### src/rtl/mib_pkg.sv
package mib_pkg;
  localparam int unsigned OPC_BITS = 6;
  localparam logic [OPC_BITS-1:0] OPC_RD = 6'b100110;
  localparam logic [OPC_BITS-1:0] OPC_WR = 6'b100101;
  localparam int unsigned CMD_IDX  = 0;
  localparam int unsigned DATA_IDX = 1;

  typedef enum logic [1:0] {
    OP_NONE = 2'd0,
    OP_RD   = 2'd1,
    OP_WR   = 2'd2
  } op_e;
endpackage

### src/rtl/mib_cmd_decode.sv
module mib_cmd_decode
  import mib_pkg::*;
#(
  parameter int unsigned DATA_W = 16,
  parameter int unsigned ID_W   = 5
) (
  input  logic [DATA_W-1:0] word_i,
  output op_e               op_o,
  output logic [ID_W-1:0]   dev_o,
  output logic [ID_W-1:0]   reg_o
);
  localparam int unsigned OPC_W = DATA_W - 2*ID_W;

  logic [OPC_W-1:0] opc;

  assign opc   = word_i[DATA_W-1 -: OPC_W];
  assign dev_o = word_i[2*ID_W-1 -: ID_W];
  assign reg_o = word_i[ID_W-1:0];

  always_comb begin
    op_o = OP_NONE;
    if (opc == OPC_RD)      op_o = OP_RD;
    else if (opc == OPC_WR) op_o = OP_WR;
  end
endmodule

### src/rtl/mib_access_engine.sv
module mib_access_engine #(
  parameter int unsigned DATA_W = 16,
  parameter int unsigned ID_W   = 5,
  parameter int unsigned LAT_W  = 4
) (
  input  logic              clk_i,
  input  logic              rst_ni,
  input  logic              start_i,
  input  logic              we_i,
  input  logic [ID_W-1:0]   dev_i,
  input  logic [ID_W-1:0]   reg_i,
  input  logic [DATA_W-1:0] wdata_i,
  input  logic [LAT_W-1:0]  lat_i,
  output logic              busy_o,
  output logic              last_o,
  output logic              stb_o,
  output logic              we_o,
  output logic [ID_W-1:0]   dev_o,
  output logic [ID_W-1:0]   reg_o,
  output logic [DATA_W-1:0] wdata_o
);
  localparam logic [LAT_W-1:0] LAT_ONE = {{(LAT_W-1){1'b0}}, 1'b1};

  logic             busy_q, stb_q, we_q;
  logic [LAT_W-1:0] cnt_q;
  logic [ID_W-1:0]  dev_q, reg_q;
  logic [DATA_W-1:0] wdata_q;

  always_ff @(posedge clk_i or negedge rst_ni) begin
    if (!rst_ni) begin
      busy_q  <= 1'b0;
      stb_q   <= 1'b0;
      we_q    <= 1'b0;
      cnt_q   <= '0;
      dev_q   <= '0;
      reg_q   <= '0;
      wdata_q <= '0;
    end else begin
      stb_q <= 1'b0;
      if (start_i && !busy_q) begin
        busy_q  <= 1'b1;
        stb_q   <= 1'b1;
        cnt_q   <= (lat_i == '0) ? LAT_ONE : lat_i;
        we_q    <= we_i;
        dev_q   <= dev_i;
        reg_q   <= reg_i;
        wdata_q <= wdata_i;
      end else if (busy_q) begin
        cnt_q <= cnt_q - LAT_ONE;
        if (cnt_q == LAT_ONE) busy_q <= 1'b0;
      end
    end
  end

  // final cycle of the access: read data is sampled here
  assign last_o  = busy_q && (cnt_q == LAT_ONE);
  assign busy_o  = busy_q;
  assign stb_o   = stb_q;
  assign we_o    = we_q;
  assign dev_o   = dev_q;
  assign reg_o   = reg_q;
  assign wdata_o = wdata_q;
endmodule

### src/rtl/mgmt_ind_bridge.sv
module mgmt_ind_bridge
  import mib_pkg::*;
#(
  parameter int unsigned DATA_W = 16,
  parameter int unsigned ID_W   = 5,
  parameter int unsigned LAT_W  = 4
) (
  input  logic              clk_i,
  input  logic              rst_ni,
  input  logic [ID_W-1:0]   strap_i,
  input  logic [LAT_W-1:0]  cfg_lat_i,
  input  logic              hst_wr_i,
  input  logic              hst_rd_i,
  input  logic [ID_W-1:0]   hst_phy_i,
  input  logic [ID_W-1:0]   hst_reg_i,
  input  logic [DATA_W-1:0] hst_wdata_i,
  output logic [DATA_W-1:0] hst_rdata_o,
  output logic              hst_rvalid_o,
  output logic              ibus_stb_o,
  output logic              ibus_we_o,
  output logic [ID_W-1:0]   ibus_dev_o,
  output logic [ID_W-1:0]   ibus_reg_o,
  output logic [DATA_W-1:0] ibus_wdata_o,
  input  logic [DATA_W-1:0] ibus_rdata_i
);
  localparam int unsigned PAD_W = DATA_W - 2 - 2*ID_W;

  op_e              dec_op;
  logic [ID_W-1:0]  dec_dev, dec_reg;
  logic             direct, hit, sel_cmd, sel_dat, cmd_wr;
  logic             ind_start, dir_start, eng_start, eng_we;
  logic [ID_W-1:0]  eng_dev, eng_reg;
  logic [DATA_W-1:0] eng_wdata, cmd_view, reg_view;
  logic             eng_busy, eng_last;

  logic [DATA_W-1:0] data_q, rdata_q;
  logic [ID_W-1:0]   fld_dev_q, fld_reg_q;
  logic              err_q, rvalid_q, src_dir_q;

  mib_cmd_decode #(.DATA_W(DATA_W), .ID_W(ID_W)) u_dec (
    .word_i (hst_wdata_i),
    .op_o   (dec_op),
    .dev_o  (dec_dev),
    .reg_o  (dec_reg)
  );

  assign direct    = (strap_i == '0);
  assign hit       = !direct && (hst_phy_i == strap_i);
  assign sel_cmd   = hit && (hst_reg_i == ID_W'(CMD_IDX));
  assign sel_dat   = hit && (hst_reg_i == ID_W'(DATA_IDX));
  assign cmd_wr    = hst_wr_i && sel_cmd;
  assign ind_start = cmd_wr && !eng_busy && (dec_op != OP_NONE);
  assign dir_start = direct && (hst_wr_i || hst_rd_i) && !eng_busy;
  assign eng_start = ind_start || dir_start;

  assign eng_we    = direct ? hst_wr_i    : (dec_op == OP_WR);
  assign eng_dev   = direct ? hst_phy_i   : dec_dev;
  assign eng_reg   = direct ? hst_reg_i   : dec_reg;
  assign eng_wdata = direct ? hst_wdata_i : data_q;

  mib_access_engine #(.DATA_W(DATA_W), .ID_W(ID_W), .LAT_W(LAT_W)) u_eng (
    .clk_i   (clk_i),
    .rst_ni  (rst_ni),
    .start_i (eng_start),
    .we_i    (eng_we),
    .dev_i   (eng_dev),
    .reg_i   (eng_reg),
    .wdata_i (eng_wdata),
    .lat_i   (cfg_lat_i),
    .busy_o  (eng_busy),
    .last_o  (eng_last),
    .stb_o   (ibus_stb_o),
    .we_o    (ibus_we_o),
    .dev_o   (ibus_dev_o),
    .reg_o   (ibus_reg_o),
    .wdata_o (ibus_wdata_o)
  );

  assign cmd_view = {eng_busy, err_q, {PAD_W{1'b0}}, fld_dev_q, fld_reg_q};

  always_comb begin
    reg_view = '0;
    if (sel_cmd)      reg_view = cmd_view;
    else if (sel_dat) reg_view = data_q;
  end

  always_ff @(posedge clk_i or negedge rst_ni) begin
    if (!rst_ni) begin
      data_q    <= '0;
      err_q     <= 1'b0;
      fld_dev_q <= '0;
      fld_reg_q <= '0;
      src_dir_q <= 1'b0;
    end else begin
      if (eng_last && !ibus_we_o && !src_dir_q)
        data_q <= ibus_rdata_i;
      else if (hst_wr_i && sel_dat && !eng_busy)
        data_q <= hst_wdata_i;

      if (cmd_wr && eng_busy) err_q <= 1'b1;
      else if (ind_start)     err_q <= 1'b0;

      if (ind_start) begin
        fld_dev_q <= dec_dev;
        fld_reg_q <= dec_reg;
      end
      if (eng_start) src_dir_q <= direct;
    end
  end

  always_ff @(posedge clk_i or negedge rst_ni) begin
    if (!rst_ni) begin
      rvalid_q <= 1'b0;
      rdata_q  <= '0;
    end else begin
      rvalid_q <= 1'b0;
      if (eng_last && !ibus_we_o && src_dir_q) begin
        rvalid_q <= 1'b1;
        rdata_q  <= ibus_rdata_i;
      end else if (hst_rd_i && !hst_wr_i && hit) begin
        rvalid_q <= 1'b1;
        rdata_q  <= reg_view;
      end
    end
  end

  assign hst_rdata_o  = rdata_q;
  assign hst_rvalid_o = rvalid_q;
endmodule

### config.mk
export PLATFORM = sky130hd
export DESIGN_NAME = mgmt_ind_bridge
export DESIGN_NICKNAME = d
export VERILOG_FILES = /design/src/rtl/mib_pkg.sv /design/src/rtl/mib_cmd_decode.sv /design/src/rtl/mib_access_engine.sv /design/src/rtl/mgmt_ind_bridge.sv
export SDC_FILE = /design/constraint.sdc
export NUM_CORES = 1
export LEC_CHECK = 0
export ABC_CLOCK_PERIOD_IN_PS = 2340
export BUFFER_PORTS_ARGS = -buffer_cell sky130_fd_sc_hd__clkbuf_2
export CORE_MARGIN = 5
export CORE_UTILIZATION = 30
export DETAILED_ROUTE_END_ITERATION = 6
export GPL_ROUTABILITY_DRIVEN = 0
export PLACE_DENSITY_LB_ADDON = 0.1
export RECOVER_POWER = 50
export SYNTH_ARGS = -nofsm -noshare
export SYNTH_HDL_FRONTEND = slang
export SYNTH_HIERARCHICAL = 1
export SYNTH_SLANG_ARGS = --single-unit
### constraint.sdc
create_clock -name clk_i -period 2.34 [get_ports clk_i]
set_input_delay 0.117 -clock clk_i [delete_from_list [all_inputs] [get_ports clk_i]]
set_output_delay 0.117 -clock clk_i [all_outputs]
set_load 0.02 [all_outputs]
==> metrics <==
via/cell ratio 5.18; Startpoint Class register; Min-Delay Startpoint ibus_rdata_i[5]; Bufs on Longest Clock Path 2; critical path type reg -> reg; Worst R2R Setup Slack 190 ps; crit end category register; die area 0.0175 mm^2; Total GRT Usage 17.1%; Synth Flop Type dfrtp_1; multi-input logic area 0.00228 mm^2; filler cell count in the final layout 1,515; share of post-route cells with drive strength above 1 33.2%; Setup WS pre-CTS 81.6 ps; Netlist cell types 52; core area 0.0146 mm^2; worst r2r dst u_eng/wdata_o[1]; clock skew 5.25 ps; Register Area 0.00195 mm^2; leak pwr 0.00253 uW; nets@finish 607; CP arrival 2370 ps; Syn Nets 515; I/O Buffers 99; HPWL Detailed 11,000 um; CTS root buf clkbuf_16; Die Wd 132 um; Reg2Reg Depth 7; worst hold path class in -> reg; CTS sink cnt 78; Final Setup Violations 0; setup ws final 192 ps; First DRT Iteration DRCs 219; Initial Util 30.7%; Simple-Gate Fraction of Synth Area 21.8%; placed cell areas 0.00521 mm^2; worst hold endpoint hst_rdata_o[5]; first-pass GRT wire length 23,500 um; Yosys warnings 6; Synth Area in XOR/XNOR 1.36%; Slew Viols, Final 0; Final Hold Vio Count 0; final period utilization 91.8%; routed length per instance 19.9 um; Synth Area in Adders 0.556%; setup TNS 0 ps; Period minus WS final 2150 ps; Mean Syn Cell Area 9.82 um^2; CTS buffer count 9; CTS tree yes; Max Cap Viol 0; num rows 44; status finished clean; Final Total Pwr 5680 uW; reg2reg start u_eng/busy_o; total iterations of the first detailed-routing run 5; post-route design area 0.00544 mm^2; post-synthesis sequential area ratio 43.4%; crit-path max FO 11; Worst-Margin Slew 824 ps; Post-Synthesis Cells 458; Slew headroom 45.1%; Hold Crit Depth 3; vias in the first global route 4,081; proportion of synthesized area in mux cells 13.0%; DIE HEIGHT 132 um; largest family of logic cells by synthesized area simple AND/OR/NAND/NOR gates; total power per unit cell area 1040 mW/mm^2; remaining global-route overflow 0; initial antenna violation count 0; asr flop ratio synth 100%; Cell Area, Synth 0.00450 mm^2; RSZ-0062 raised after global routing false; Post-synth EDFFs 0; area grow syn2layout 21.0%; via count 3,831; fmax 466 MHz; Antenna Diode Count 0; Req. time, crit path 2560 ps; DRC 0; largest net degree at the start of global routing 48; Detailed Route WL 14,700 um; maximum VDD drop 0.385 mV; Synth Area in Compound Gates 13.6%; # H-tree levels 3; Top Ports 100; clock slew at reported path FFs 60 ps; post-route ant nets 0; Yosys reg bits 78; Clock Latency Late Sink 330 ps; postcts setup bufs 0
routing by layer:
| metal | wire length, um | GRT usage (%) |
|---|---|---|
| met2 | 6550 | 26.0 |
| met1 | 7060 | 24.1 |
| met3 | 787 | 3.34 |
| met4 | 274 | 6.24 |
| met5 | 0 | 0 |
registers in the layout, indices dropped and copies added (netlist names):
name	count
src_dir_q	1
data_q	16
u_eng/reg_o	5
fld_dev_q	5
fld_reg_q	5
hst_rvalid_o	1
u_eng/dev_o	5
hst_rdata_o	16
u_eng/busy_o	1
err_q	1
u_eng/stb_o	1
u_eng/cnt_q	4
u_eng/wdata_o	16
u_eng/we_o	1
metrics by stage:
stage	cells	util [%]	hold WS, ps
after CTS	739	37.5	18.9
after detailed placement	722	35.6	104
final	739	37.2	32.8
after global placement	722	35.6	96.3
after global routing	739	37.2	31.3
after floorplan	458	-	-179
worst max path at each step:
| stage | startpoint | slack [ps] | endpoint | cells after the start |
|---|---|---|---|---|
| after floorplan | hst_wdata_i[13] | 20 | u_eng/dev_o[0] | 11 |
| after global placement | hst_wdata_i[13] | 140 | u_eng/wdata_o[1] | 10 |
| after detailed placement | hst_wdata_i[13] | 80 | u_eng/wdata_o[1] | 10 |
| after CTS | u_eng/busy_o | 170 | u_eng/wdata_o[1] | 7 |
| after global routing | u_eng/busy_o | 20 | u_eng/wdata_o[1] | 7 |
| final | u_eng/busy_o | 190 | u_eng/wdata_o[1] | 7 |
layout by cell type (no fill, tap or decap), types with 3 or more instances in the layout:
cell type,Yosys,final
nand2_1,107,107
and2b_1,3,3
nor3_1,5,5
a21oi_1,3,3
o41ai_1,16,16
mux2_2,27,27
a31oi_1,17,17
clkinv_2,0,5
mux2_4,10,10
clkbuf_1,23,26
buf_4,12,27
o211ai_2,10,10
nor3b_1,18,17
dfrtp_1,78,77
clkbuf_16,0,9
nor2_1,22,22
a211oi_1,3,3
nand4_1,18,18
a221o_1,4,4
inv_1,3,3
and2_1,5,5
clkbuf_2,1,74
mux2i_1,13,13
a31o_2,12,12
xnor2_1,5,5
cell usage after synthesis (4+ instances only):
master,instances,area (um^2)
clkbuf_1,23,86.3
a31o_2,12,105
and2_1,5,31.3
dfrtp_1,78,1950
o41ai_1,16,140
o211ai_2,10,125
nor2_1,22,82.6
nor3_1,5,25.0
a31oi_1,17,106
mux2_2,27,304
nand4_1,18,113
buf_4,12,90.1
mux2i_1,13,130
buf_1,4,15.0
nor3b_1,18,135
a221o_1,4,40.0
nand2_1,107,402
xnor2_1,5,43.8
buf_2,4,20.0
mux2_4,10,150
repair_timing:
item                                    CTS  global route
hold buffers                              1             0
endpoints found under the setup margin    0            11
endpoints found under the hold margin    31             0
resized for setup                         0             2
cell type report:
cell class                      instances  share of cell area, %
Multi-Input combinational cell        329                   41.8
Tap cell                              184                   4.23
Timing Repair Buffer                  129                   12.9
Clock inverter                          5                  0.460
Inverter                                3                  0.207
Sequential cell                        78                   35.9
Clock buffer                           11                   4.46
worst max-delay path, cell delays in order, from the launching register on:
cell      delay [ps]
dfrtp_2          480
o21bai_1         180
nor4bb_1         270
nand4_1          170
o31ai_2          110
nor2b_4          230
buf_4            240
mux2_2           360
kinds of logic after synthesis:
family / after synthesis
AND/OR/NAND/NOR: 197
flip-flops: 78
AO/OA/AOI/OAI: 73
buffers and inverters: 51
multiplexers: 50
XOR/XNOR: 7
adder cells (fa/ha/maj): 2
report_power, final:
| group | leakage [uW] | internal, uW | switching, uW |
|---|---|---|---|
| registers | 0.000971 | 1870 | 398 |
| clock network | 0.000139 | 738 | 542 |
| logic | 0.00142 | 912 | 1210 |
(Power assumes the default switching activity.)
